$ cat config.mk
export PLATFORM = sky130hd
export DESIGN_NAME = mmu_access_check
export DESIGN_NICKNAME = d
export VERILOG_FILES = /design/src/rtl/mmu_access_check.sv
export SDC_FILE = /design/constraint.sdc
export NUM_CORES = 1
export LEC_CHECK = 0
export BUFFER_PORTS_ARGS = -buffer_cell sky130_fd_sc_hd__buf_2
export CAP_MARGIN = 20
export CORE_MARGIN = 1.5
export CORE_UTILIZATION = 30
export CTS_CLUSTER_DIAMETER = 60
export CTS_CLUSTER_SIZE = 16
export DETAILED_ROUTE_END_ITERATION = 10
export PLACE_DENSITY = 0.71
export SKIP_CTS_REPAIR_TIMING = 1
export SLEW_MARGIN = 20
export SYNTH_ARGS = -nofsm -noshare
export SYNTH_HDL_FRONTEND = slang
export SYNTH_SLANG_ARGS = --single-unit
$ cat constraint.sdc
create_clock -name clk -period 2.95 [get_ports clk]
set_input_delay 0.59 -clock clk [delete_from_list [all_inputs] [get_ports clk]]
set_output_delay 0.59 -clock clk [all_outputs]
set_load 0.005 [all_outputs]
$ cat src/rtl/mmu_access_check.sv
module mmu_access_check #(
  parameter int PPN_W = 22,
  parameter int VEC_W = 12
) (
  input  logic             clk,
  input  logic             rst,
  input  logic             req_valid,
  input  logic [31:0]      vaddr,
  input  logic [1:0]       acc_type,
  input  logic             priv,
  input  logic             asid_bypass_en,
  input  logic             tlb_hit,
  input  logic [1:0]       tlb_prot,
  input  logic             tlb_dirty,
  input  logic [PPN_W-1:0] tlb_ppn,
  input  logic [1:0]       tlb_pgsz,
  output logic             use_asid,
  output logic             res_valid,
  output logic [3:0]       res_code,
  output logic [31:0]      res_paddr,
  output logic             res_rd,
  output logic             res_wr,
  output logic [VEC_W-1:0] res_vec
);
  localparam int PG_LSB = 32 - PPN_W;
  localparam logic [31:0] WIN_LO = 32'hE000_0000;
  localparam logic [31:0] WIN_HI = 32'hE400_0000;

  localparam logic [3:0] ST_OK = 4'd0, ST_IMISS = 4'd1, ST_IVIOL = 4'd2,
    ST_DMISS_R = 4'd3, ST_DMISS_W = 4'd4, ST_DVIOL_R = 4'd5, ST_DVIOL_W = 4'd6,
    ST_FIRSTW = 4'd7, ST_IADDR = 4'd8, ST_DADDR_R = 4'd9, ST_DADDR_W = 4'd10;

  wire is_st = acc_type == 2'd1;
  wire is_if = acc_type == 2'd2;
  wire [2:0] pidx = {tlb_prot, priv};
  wire no_acc = pidx == 3'd0 || pidx == 3'd2;
  wire rw_pg = pidx == 3'd3 || pidx == 3'd6 || pidx == 3'd7;
  wire in_win = vaddr >= WIN_LO && vaddr <= WIN_HI;
  wire usr_err = !priv && vaddr[31] && !in_win;
  wire bypass = priv && vaddr[31:30] == 2'b10;

  assign use_asid = !(priv && asid_bypass_en);

  logic [4:0]  pg_sh;
  logic [31:0] off_m, pa_tlb, pa_n;
  logic [3:0]  code_n;
  logic        rd_n, wr_n;
  logic [VEC_W-1:0] vec_n;

  always_comb begin
    case (tlb_pgsz)
      2'd0:    pg_sh = 5'd10;
      2'd1:    pg_sh = 5'd12;
      2'd2:    pg_sh = 5'd16;
      default: pg_sh = 5'd20;
    endcase
    off_m  = (32'd1 << pg_sh) - 32'd1;
    pa_tlb = ({tlb_ppn, {PG_LSB{1'b0}}} & ~off_m) | (vaddr & off_m);
  end

  always_comb begin
    code_n = ST_OK;
    pa_n   = '0;
    rd_n   = 1'b0;
    wr_n   = 1'b0;
    if (usr_err) begin
      code_n = is_if ? ST_IADDR : (is_st ? ST_DADDR_W : ST_DADDR_R);
    end else if (bypass) begin
      pa_n = {3'b000, vaddr[28:0]};
      rd_n = !is_st;
      wr_n = is_st;
    end else if (!tlb_hit) begin
      code_n = is_if ? ST_IMISS : (is_st ? ST_DMISS_W : ST_DMISS_R);
    end else begin
      pa_n = pa_tlb;
      if (is_if) begin
        if (no_acc) code_n = ST_IVIOL;
        else rd_n = 1'b1;
      end else if (no_acc) begin
        code_n = is_st ? ST_DVIOL_W : ST_DVIOL_R;
      end else if (is_st && !rw_pg) begin
        code_n = ST_DVIOL_W;
      end else if (is_st && !tlb_dirty) begin
        code_n = ST_FIRSTW;
      end else begin
        rd_n = !is_st;
        wr_n = is_st;
      end
    end
  end

  always_comb begin
    case (code_n)
      ST_IMISS, ST_DMISS_R:           vec_n = VEC_W'(12'h040);
      ST_DMISS_W:                     vec_n = VEC_W'(12'h060);
      ST_FIRSTW:                      vec_n = VEC_W'(12'h080);
      ST_IVIOL, ST_DVIOL_R:           vec_n = VEC_W'(12'h0A0);
      ST_DVIOL_W, ST_IADDR, ST_DADDR_R: vec_n = VEC_W'(12'h0C0);
      ST_DADDR_W:                     vec_n = VEC_W'(12'h100);
      default:                        vec_n = '0;
    endcase
  end

  always_ff @(posedge clk) begin
    if (rst) res_valid <= 1'b0;
    else     res_valid <= req_valid;
    res_code  <= code_n;
    res_paddr <= pa_n;
    res_rd    <= rd_n;
    res_wr    <= wr_n;
    res_vec   <= vec_n;
  end
endmodule

### Word-level counts from Yosys, hierarchy flattened

Memories as Yosys holds them, arrays and structs flattened. A register that Yosys moved wholly into a read port is not among the register bits.
Cells that the tools add are included.

* add/subtract/negate cells: 1
* magnitude comparators: 2
* equality and inequality tests: 9
* shift operators: 1
* mux-type cells: 29
* bitwise operators: 5
* reductions and logical operators: 19

Operators by type and width (count)
* 32-bit bitwise AND: 2
* 29-bit two-way mux: 2
* 32-bit greater-or-equal comparator (second input constant): 1
* 32-bit less-or-equal comparator (second input constant): 1
* 32-bit NOT: 1
* 32-bit bitwise OR: 1
* 1-bit by 5-bit << shifter with 32-bit output (first input constant): 1
* 32-bit by 1-bit subtractor with 32-bit output (second input constant): 1
* 4-bit two-way mux: 4
* 3-bit two-way mux: 5
* 5-bit case mux with 3 select lines: 1
* 1-bit two-way mux: 13
* 2-bit two-way mux: 4
* 1-bit logical AND: 7
* 2-bit equality test (second input constant): 3
* 3-bit by 2-bit equality test with 1-bit output (second input constant): 2
* 3-bit equality test (second input constant): 2
* 1-bit zero test: 6
* 2-bit by 1-bit equality test with 1-bit output (second input constant): 2
* 3-bit zero test: 1
* 1-bit logical OR: 3
* 3-bit OR reduction: 1
* 2-bit zero test: 1
* 1-bit NOT: 1

* bits in registers: 51
* ROM bits: 64
* bits of input ports: 67
* output and inout port bits: 52
* word-level logic and storage cells: 74
* memories: 1

Memory list
* (no name shown): depth 16, bits a word 4, rd ports 1, clocked after Yosys merged registers in 1, wr ports 0, line 93 `case (code_n)`

### Depth between registers and ports, before layout

Gate-level depths: netlist (run 1).

* word-level depth: 11
* depth in mapped cells: 6
* depth with buffers taken out: 6

### Worst setup path before layout (run 1)

Ideal clock, no wire load.

* path type: input to register
* start: input port vaddr[23]
* end: register res_vec[7]
* library setup time: 87 ps
* arrival time: 1667 ps
* data required time: 2863 ps
* slack: 1196 ps
* stages: 5
* buffers on the path: 1
* cell sequence: nor4b_1 > nand4_1 > o31a_1 > buf_6 > o31ai_1

* word-level cells in the longest chain between the ends: 5
* elaborated cells on any way between the ends: 6
* classes of those cells: order compare (2); mux (1); reduce/logical (3)

Ends and longest elaborated chain
* start: declaration: line 8 `input logic [31:0] vaddr,`
* 32-bit greater-or-equal comparator / 32-bit less-or-equal comparator (equally long branches): line 38 `wire in_win = vaddr >= WIN_LO && vaddr <= WIN_HI;`
* 1-bit logical AND (*): line 38
* 1-bit zero test (*): line 39 `wire usr_err = !priv && vaddr[31] && !in_win;`
* 1-bit logical AND (*): line 39
* 4-bit two-way mux (*): line 66 `if (usr_err) begin`
* end: declaration: line 23 `output logic [VEC_W-1:0] res_vec`

Mark *: on every way between the ends. The rest lies on a longest branch, timed or not.
A chain may end at the register's enable or synchronous reset.

### Final worst setup path (run 1)

* start: input port vaddr[19]
* end: register res_vec[6]

The elaborated chain is that of the path after synthesis.

==> parameters.txt, run 1 <==
Parameter                              Value

Floorplanning
  Horizontal die dimension ... 79.47 um
  Die area ... 6315 um2
  Die Ht ... 79.47 um
  Row count ... 27
  Core footprint ... 5574 um2
  Top-level I/O count ... 119
  Starting utilization of the core area ... 0.3147

Routing
  Wirelength per Cell ... 13.31 um
  Iteration-0 DRC count of the detailed router ... 80
  Number of vias after detailed routing ... 1,734
  Remaining DRCs ... 0
  Via density per instance ... 4.674
  Overall routed net length ... 4939 um
  Number of detailed-route iterations in the first pass ... 4
  Count of antenna-violating nets left after detailed routing ... 0

STA
  Actual transition at the worst max-transition pin ... 852.5 ps
  Count of pins over their slew limit ... 0
  Final WS setup ... 748.5 ps
  RSZ-0062 raised after global routing ... false
  Peak Freq ... 454.2 MHz
  Final TNS setup ... 0 ps
  Hold Vio Cnt, Final ... 0
  Final setup fails ... 0
  Normalized max-slew margin ... 0.4296
  Post-route minimum period ... 2201 ps
  Final Cycle Share ... 0.7463

Final layout
  Area occupied by registers ... 860.8 um2
  # diodes ... 0
  Area added between synthesis and finish ... 37.73%
  Number of nets in the layout ... 368
  Leading cell type in the layout, fill and taps excluded ... sky130_fd_sc_hd__buf_2
  Most used cells in the layout excluding fill and tap cells ... 110 x sky130_fd_sc_hd__buf_2, 43 x sky130_fd_sc_hd__dfxtp_1, 24 x sky130_fd_sc_hd__nand2_1
  Cell area after layout ... 2416 um2
  Count of filler cells inserted in the layout ... 569
  Fraction of final layout cells sized beyond drive strength 1 ... 0.4080
  Multi-input gate area ... 788.3 um2

Worst setup path
  Total number of cells along the worst setup path ... 5
  Crit start category ... input port
  Endpoint kind of the worst setup timing path ... flop
  Slowest stage delay, CP ... 630 ps
  Required time at the worst-slack endpoint ... 3130 ps
  Worst path arrival time ... 2380 ps
  List of cells traversed by the critical path ... buf_2 -> nor4_1 -> nand4_1 -> o31a_2 -> o31ai_1
  Kind of critical path ... in -> reg
  Crit path capture ... res_vec[6]
  Delay-heaviest family, CP ... compound AO/OA/AOI/OAI gates
  Worst path buffer plus inverter count ... 1
  Highest net fanout along the worst path ... 42
  Origin of the worst setup path ... vaddr[19]
  CP max-delay cell ... sky130_fd_sc_hd__o31a_2

Synthesis
  Number of flops mapped to enable cells by yosys ... 0
  Area share of the leading cell type in the synthesized netlist ... 0.4907
  Library cell occupying the most area in the post-synthesis netlist ... sky130_fd_sc_hd__dfxtp_1
  Top cells by area in the synthesized netlist ... sky130_fd_sc_hd__dfxtp_1 49%, sky130_fd_sc_hd__mux2i_1 6.8%, sky130_fd_sc_hd__nor3b_1 5.6%
  Mean cell area of the mapped netlist ... 9.281 um2
  Netlist Area Pre-Place ... 1754 um2
  Yosys warning total ... 0
  Gate Count Post-Synth ... 189
  Proportion of synthesized flip-flops having asynchronous set or reset ... 0
  Flip-flop and latch count after synthesis ... 43
  Post-synth top flop ... sky130_fd_sc_hd__dfxtp_1
  Number of distinct library cell variants in the gate-level netlist after synthesis ... 39
  Sequential cell area fraction in the yosys report ... 0.4907

Power and ir drop
  Proportion of power drawn by flip-flops and latches ... 0.527
  Switching power ... 311.8 uW
  Combinational cell fraction of total power ... 0.175
  Sw Share ... 0.2593
  Internal power of the cells ... 890.8 uW
  Peak supply drop ... 195.4 uV
  Pwr per Cell Area ... 497.7 nW/um2
  Clock network power share ... 0.298
  Reported leakage power ... 1.200 nW

Global route
  Met1 usage ... 0.1926
  Met3 usage in global routing ... 0.04571
  Most Crowded Layer GR ... met2
  Total routing resource utilization after global routing ... 0.1521
  First-pass GRT wire length ... 7258 um
  Number of antenna violations at the first check in global routing ... 0
  Largest net degree at the start of global routing ... 43
  Fraction of met2 tracks used by global routing ... 0.2458
  Remaining global-route overflow ... 0
  Vias in the first global route ... 1,520

Flow run
  Reported max-cap violation count ... 0

Clock network
  Clock tree from TritonCTS ... yes
  Root Buffer ... sky130_fd_sc_hd__clkbuf_8
  Maximum buffer depth of the clock tree ... 2
  H-tree levels ... 2
  Number of clock sinks seen by CTS ... 43
  Number of buffers created by CTS ... 5
  Clock Pin Slew Worst Setup and Hold Paths ... 70 ps

Placed design
  Port-buffer cells ... 110
  RePlAce Congestion ... 0.8392
  DPL Wire Length ... 3885 um
  Minimum setup slack after placement ... 419.2 ps
  Instance area after placement ... 2331 um2

Worst hold path
  Worst Hold Class ... in -> reg

Outcome
  Result of the run ... completed
==> kinds of logic (layout without fill, tap and decap cells) <==
logic type | Yosys count | in the layout | share of synthesized area
simple gates | 76 | 76 | 0.2290
flops | 43 | 43 | 0.4907
compound gates | 30 | 30 | 0.1127
buf+inv | 24 | 127 | 0.07561
mux | 12 | 12 | 0.06848
fa+ha+maj | 3 | 3 | 0.02140
other cells | 1 | 8 | 0.002138
==> synth_stat cells (all sizes together), types with 2 or more instances <==
library cell  count
dfxtp            43
nand2            24
nor3             14
buf              13
nor3b            13
mux2i            12
o21ai            10
nor2              8
inv               7
a21oi             5
nor4              5
clkbuf            4
ha                3
o31ai             3
a31oi             2
nor2b             2
or2               2
==> power by group through the flow <==
stage               Sequential, mW  Clock (mW)  Combinational [mW]
global placement             0.645           0               0.210
detailed placement           0.647           0               0.212
CTS                          0.634       0.375               0.213
global route                 0.638       0.407               0.234
finish                       0.634       0.358               0.211
floorplan                    0.654           0              0.0975
==> worst min-delay path by stage <==
stage | slack, ps | startpoint | to | cells after the start
detailed placement | 750 | rst | res_valid | 2
global route | 430 | rst | res_valid | 2
floorplan | 660 | rst | res_valid | 1
finish | 450 | rst | res_valid | 2
global placement | 750 | rst | res_valid | 2
CTS | 440 | rst | res_valid | 2
==> flip-flops by register name, indices dropped and copies added (netlist names) <==
name and count:
res_code 4, res_paddr 32, res_rd 1, res_valid 1, res_vec 4, res_wr 1
==> metal layers <==
metal  vias up  share of wire
met4         0          0.010
met5         -              0
met2        86           0.48
li1        866              -
met3         4          0.080
met1       778           0.43
==> metrics by stage <==
step | hold WS (ps) | util | std cells | power, mW
after floorplan | 661.6 | - | 196 | 0.7515
after global placement | 749.8 | 0.4182 | 363 | 0.8555
after detailed placement | 748.7 | 0.4182 | 363 | 0.8592
after CTS | 439.7 | 0.4334 | 371 | 1.222
after global routing | 433.4 | 0.4334 | 371 | 1.279
final | 452.2 | 0.4334 | 371 | 1.203
==> layout make-up <==
| type | instances | share of cell area |
|---|---|---|
| clock buffer | 6 | 0.03004 |
| clock inverter | 2 | 0.005179 |
| inverter | 7 | 0.01088 |
| multi-input combinational | 129 | 0.3263 |
| sequential | 43 | 0.3563 |
| tap | 72 | 0.03729 |
| timing repair buffer | 112 | 0.2341 |
Note: power is estimated with default switching activity, not from simulation.
==> inputs of run 2 (changes only) <==
--- a/config.mk
+++ b/config.mk
@@ -12,7 +12,7 @@
 export CTS_CLUSTER_DIAMETER = 60
 export CTS_CLUSTER_SIZE = 16
 export DETAILED_ROUTE_END_ITERATION = 10
-export PLACE_DENSITY = 0.71
+export PLACE_DENSITY = 0.73
 export SKIP_CTS_REPAIR_TIMING = 1
 export SLEW_MARGIN = 20
 export SYNTH_ARGS = -nofsm -noshare
==> constraint.sdc (replaced) <==
create_clock -name clk -period 1.97 [get_ports clk]
set_input_delay 0.394 -clock clk [delete_from_list [all_inputs] [get_ports clk]]
set_output_delay 0.394 -clock clk [all_outputs]
set_load 0.005 [all_outputs]
==> parameters.txt, run 2 (same netlist as run 1, synthesis figures left out) <==
Parameter                              Value

Placed design
  RePlAce Congestion ... 0.7726
  Cell count after placement ... 371
  Port-buffer cells ... 110
  Minimum setup slack after placement ... -61.38 ps
  DPL Wire Length ... 4079 um

Routing
  Via density per instance ... 4.744
  Iteration-0 DRC count of the detailed router ... 57
  Overall routed net length ... 5000 um
  Number of vias after detailed routing ... 1,798
  Wirelength per Cell ... 13.19 um
  Count of antenna-violating nets left after detailed routing ... 0
  Remaining DRCs ... 0
  Number of detailed-route iterations in the first pass ... 4

Final layout
  Fraction of final layout cells sized beyond drive strength 1 ... 0.4202
  Leading cell type in the layout, fill and taps excluded ... sky130_fd_sc_hd__buf_2
  Largest register FFs ... 32
  Count of filler cells inserted in the layout ... 557
  Finished Core Util ... 0.4440
  Largest regs ... res_paddr: 32 flops, res_code: 4 flops, res_vec: 4 flops
  Final standard cell count with taps included and fillers excluded ... 379
  Area added between synthesis and finish ... 41.08%
  # diodes ... 0
  Register with the most flip-flops ... res_paddr
  Number of nets in the layout ... 376
  Most used cells in the layout excluding fill and tap cells ... 110 x sky130_fd_sc_hd__buf_2, 43 x sky130_fd_sc_hd__dfxtp_1, 24 x sky130_fd_sc_hd__nand2_1
  Multi-input gate area ... 787.0 um2
  Area occupied by registers ... 860.8 um2

STA
  Worst hold slack ... 245.6 ps
  Final setup fails ... 0
  RSZ-0062 raised after global routing ... false
  Hold Vio Cnt, Final ... 0
  Final Cycle Share ... 0.8546
  Peak Freq ... 594.0 MHz
  Count of pins over their slew limit ... 0
  Final WS setup ... 286.5 ps
  Post-route minimum period ... 1683 ps

Floorplanning
  Starting utilization of the core area ... 0.3147
  Horizontal die dimension ... 79.47 um
  Core footprint ... 5574 um2
  Die Ht ... 79.47 um
  Row count ... 27
  Die area ... 6315 um2
  Top-level I/O count ... 119

Power and ir drop
  Power after layout ... 1.809 mW
  Pwr per Cell Area ... 731.0 nW/um2
  Reported leakage power ... 1.239 nW
  Peak supply drop ... 424.5 uV

Clock network
  Clock tree from TritonCTS ... yes
  Maximum buffer depth of the clock tree ... 2
  H-tree levels ... 2
  Clock Pin Slew Worst Setup and Hold Paths ... 80 ps
  Root Buffer ... sky130_fd_sc_hd__clkbuf_8
  Number of buffers created by CTS ... 5
  Number of clock sinks seen by CTS ... 43

Global route
  Remaining global-route overflow ... 0
  Largest net degree at the start of global routing ... 21
  First-pass GRT wire length ... 7383 um
  Total routing resource utilization after global routing ... 0.1547
  Number of antenna violations at the first check in global routing ... 0
  Vias in the first global route ... 1,591

Worst setup path
  List of cells traversed by the critical path ... buf_2 -> nor4_1 -> nand4_1 -> o31a_1 -> buf_4 -> nor3b_1
  Endpoint kind of the worst setup timing path ... flop
  Slowest stage delay, CP ... 390 ps
  Delay-heaviest family, CP ... simple AND/OR/NAND/NOR gates
  Worst path buffer plus inverter count ... 2
  Required time at the worst-slack endpoint ... 2170 ps
  Kind of critical path ... in -> reg
  Crit start category ... input port
  Highest net fanout along the worst path ... 13
  CP max-delay cell ... sky130_fd_sc_hd__o31a_1
  Worst path arrival time ... 1880 ps
  Total number of cells along the worst setup path ... 6

Worst hold path
  Worst Hold Class ... in -> reg
  Worst hold endpoint ... res_valid
  Hold_sp ... rst
  Worst hold stages ... 2

Flow run
  Reported max-cap violation count ... 0

Outcome
  Result of the run ... completed
[run 2: changes by cell type in the layout (fill, tap and decap cells not counted), sizes merged]
cell	before	now
buf	112	120
[run 2: power by group]
group	internal (mW)	switching [mW]	total, mW
Clock	0.248	0.282	0.530
Combinational	0.163	0.167	0.330
Sequential	0.933	0.0158	0.949
Total	1.34	0.465	1.81
[run 2: metal layers]
metal | vias up | routed length (um) | part of all wire | global-route usage
li1 | 889 | - | - | -
met1 | 808 | 2140 | 0.43 | 0.1896
met2 | 92 | 2398 | 0.48 | 0.2619
met3 | 9 | 380 | 0.076 | 0.03314
met4 | 0 | 80 | 0.016 | 0.06140
met5 | - | 0 | 0 | 0
[run 2: final cells by class]
class	instances	area share
sequential	43	0.3478
multi-input combinational	129	0.3180
timing repair buffer	120	0.2528
tap	72	0.03640
clock buffer	6	0.02932
inverter	7	0.01062
clock inverter	2	0.005056
[run 2: worst max-delay path by stage]
| stage | from | to |
|---|---|---|
| 2_1_floorplan | vaddr[23] | res_vec[7] |
| 3_3_place_gp | vaddr[23] | res_paddr[31] |
| 3_5_place_dp | vaddr[23] | res_paddr[9] |
| 4_1_cts | vaddr[23] | res_paddr[9] |
| 5_1_grt | vaddr[23] | res_paddr[9] |
| 6_report | vaddr[18] | res_paddr[9] |
[run 2: per-stage QoR]
stage / setup TNS (ps) / cell area [um2]
floorplan: 0 / 1780
global placement: 0 / 2390
finish: 0 / 2475
detailed placement: -91.40 / 2390
global route: 0 / 2475
CTS: 0 / 2475
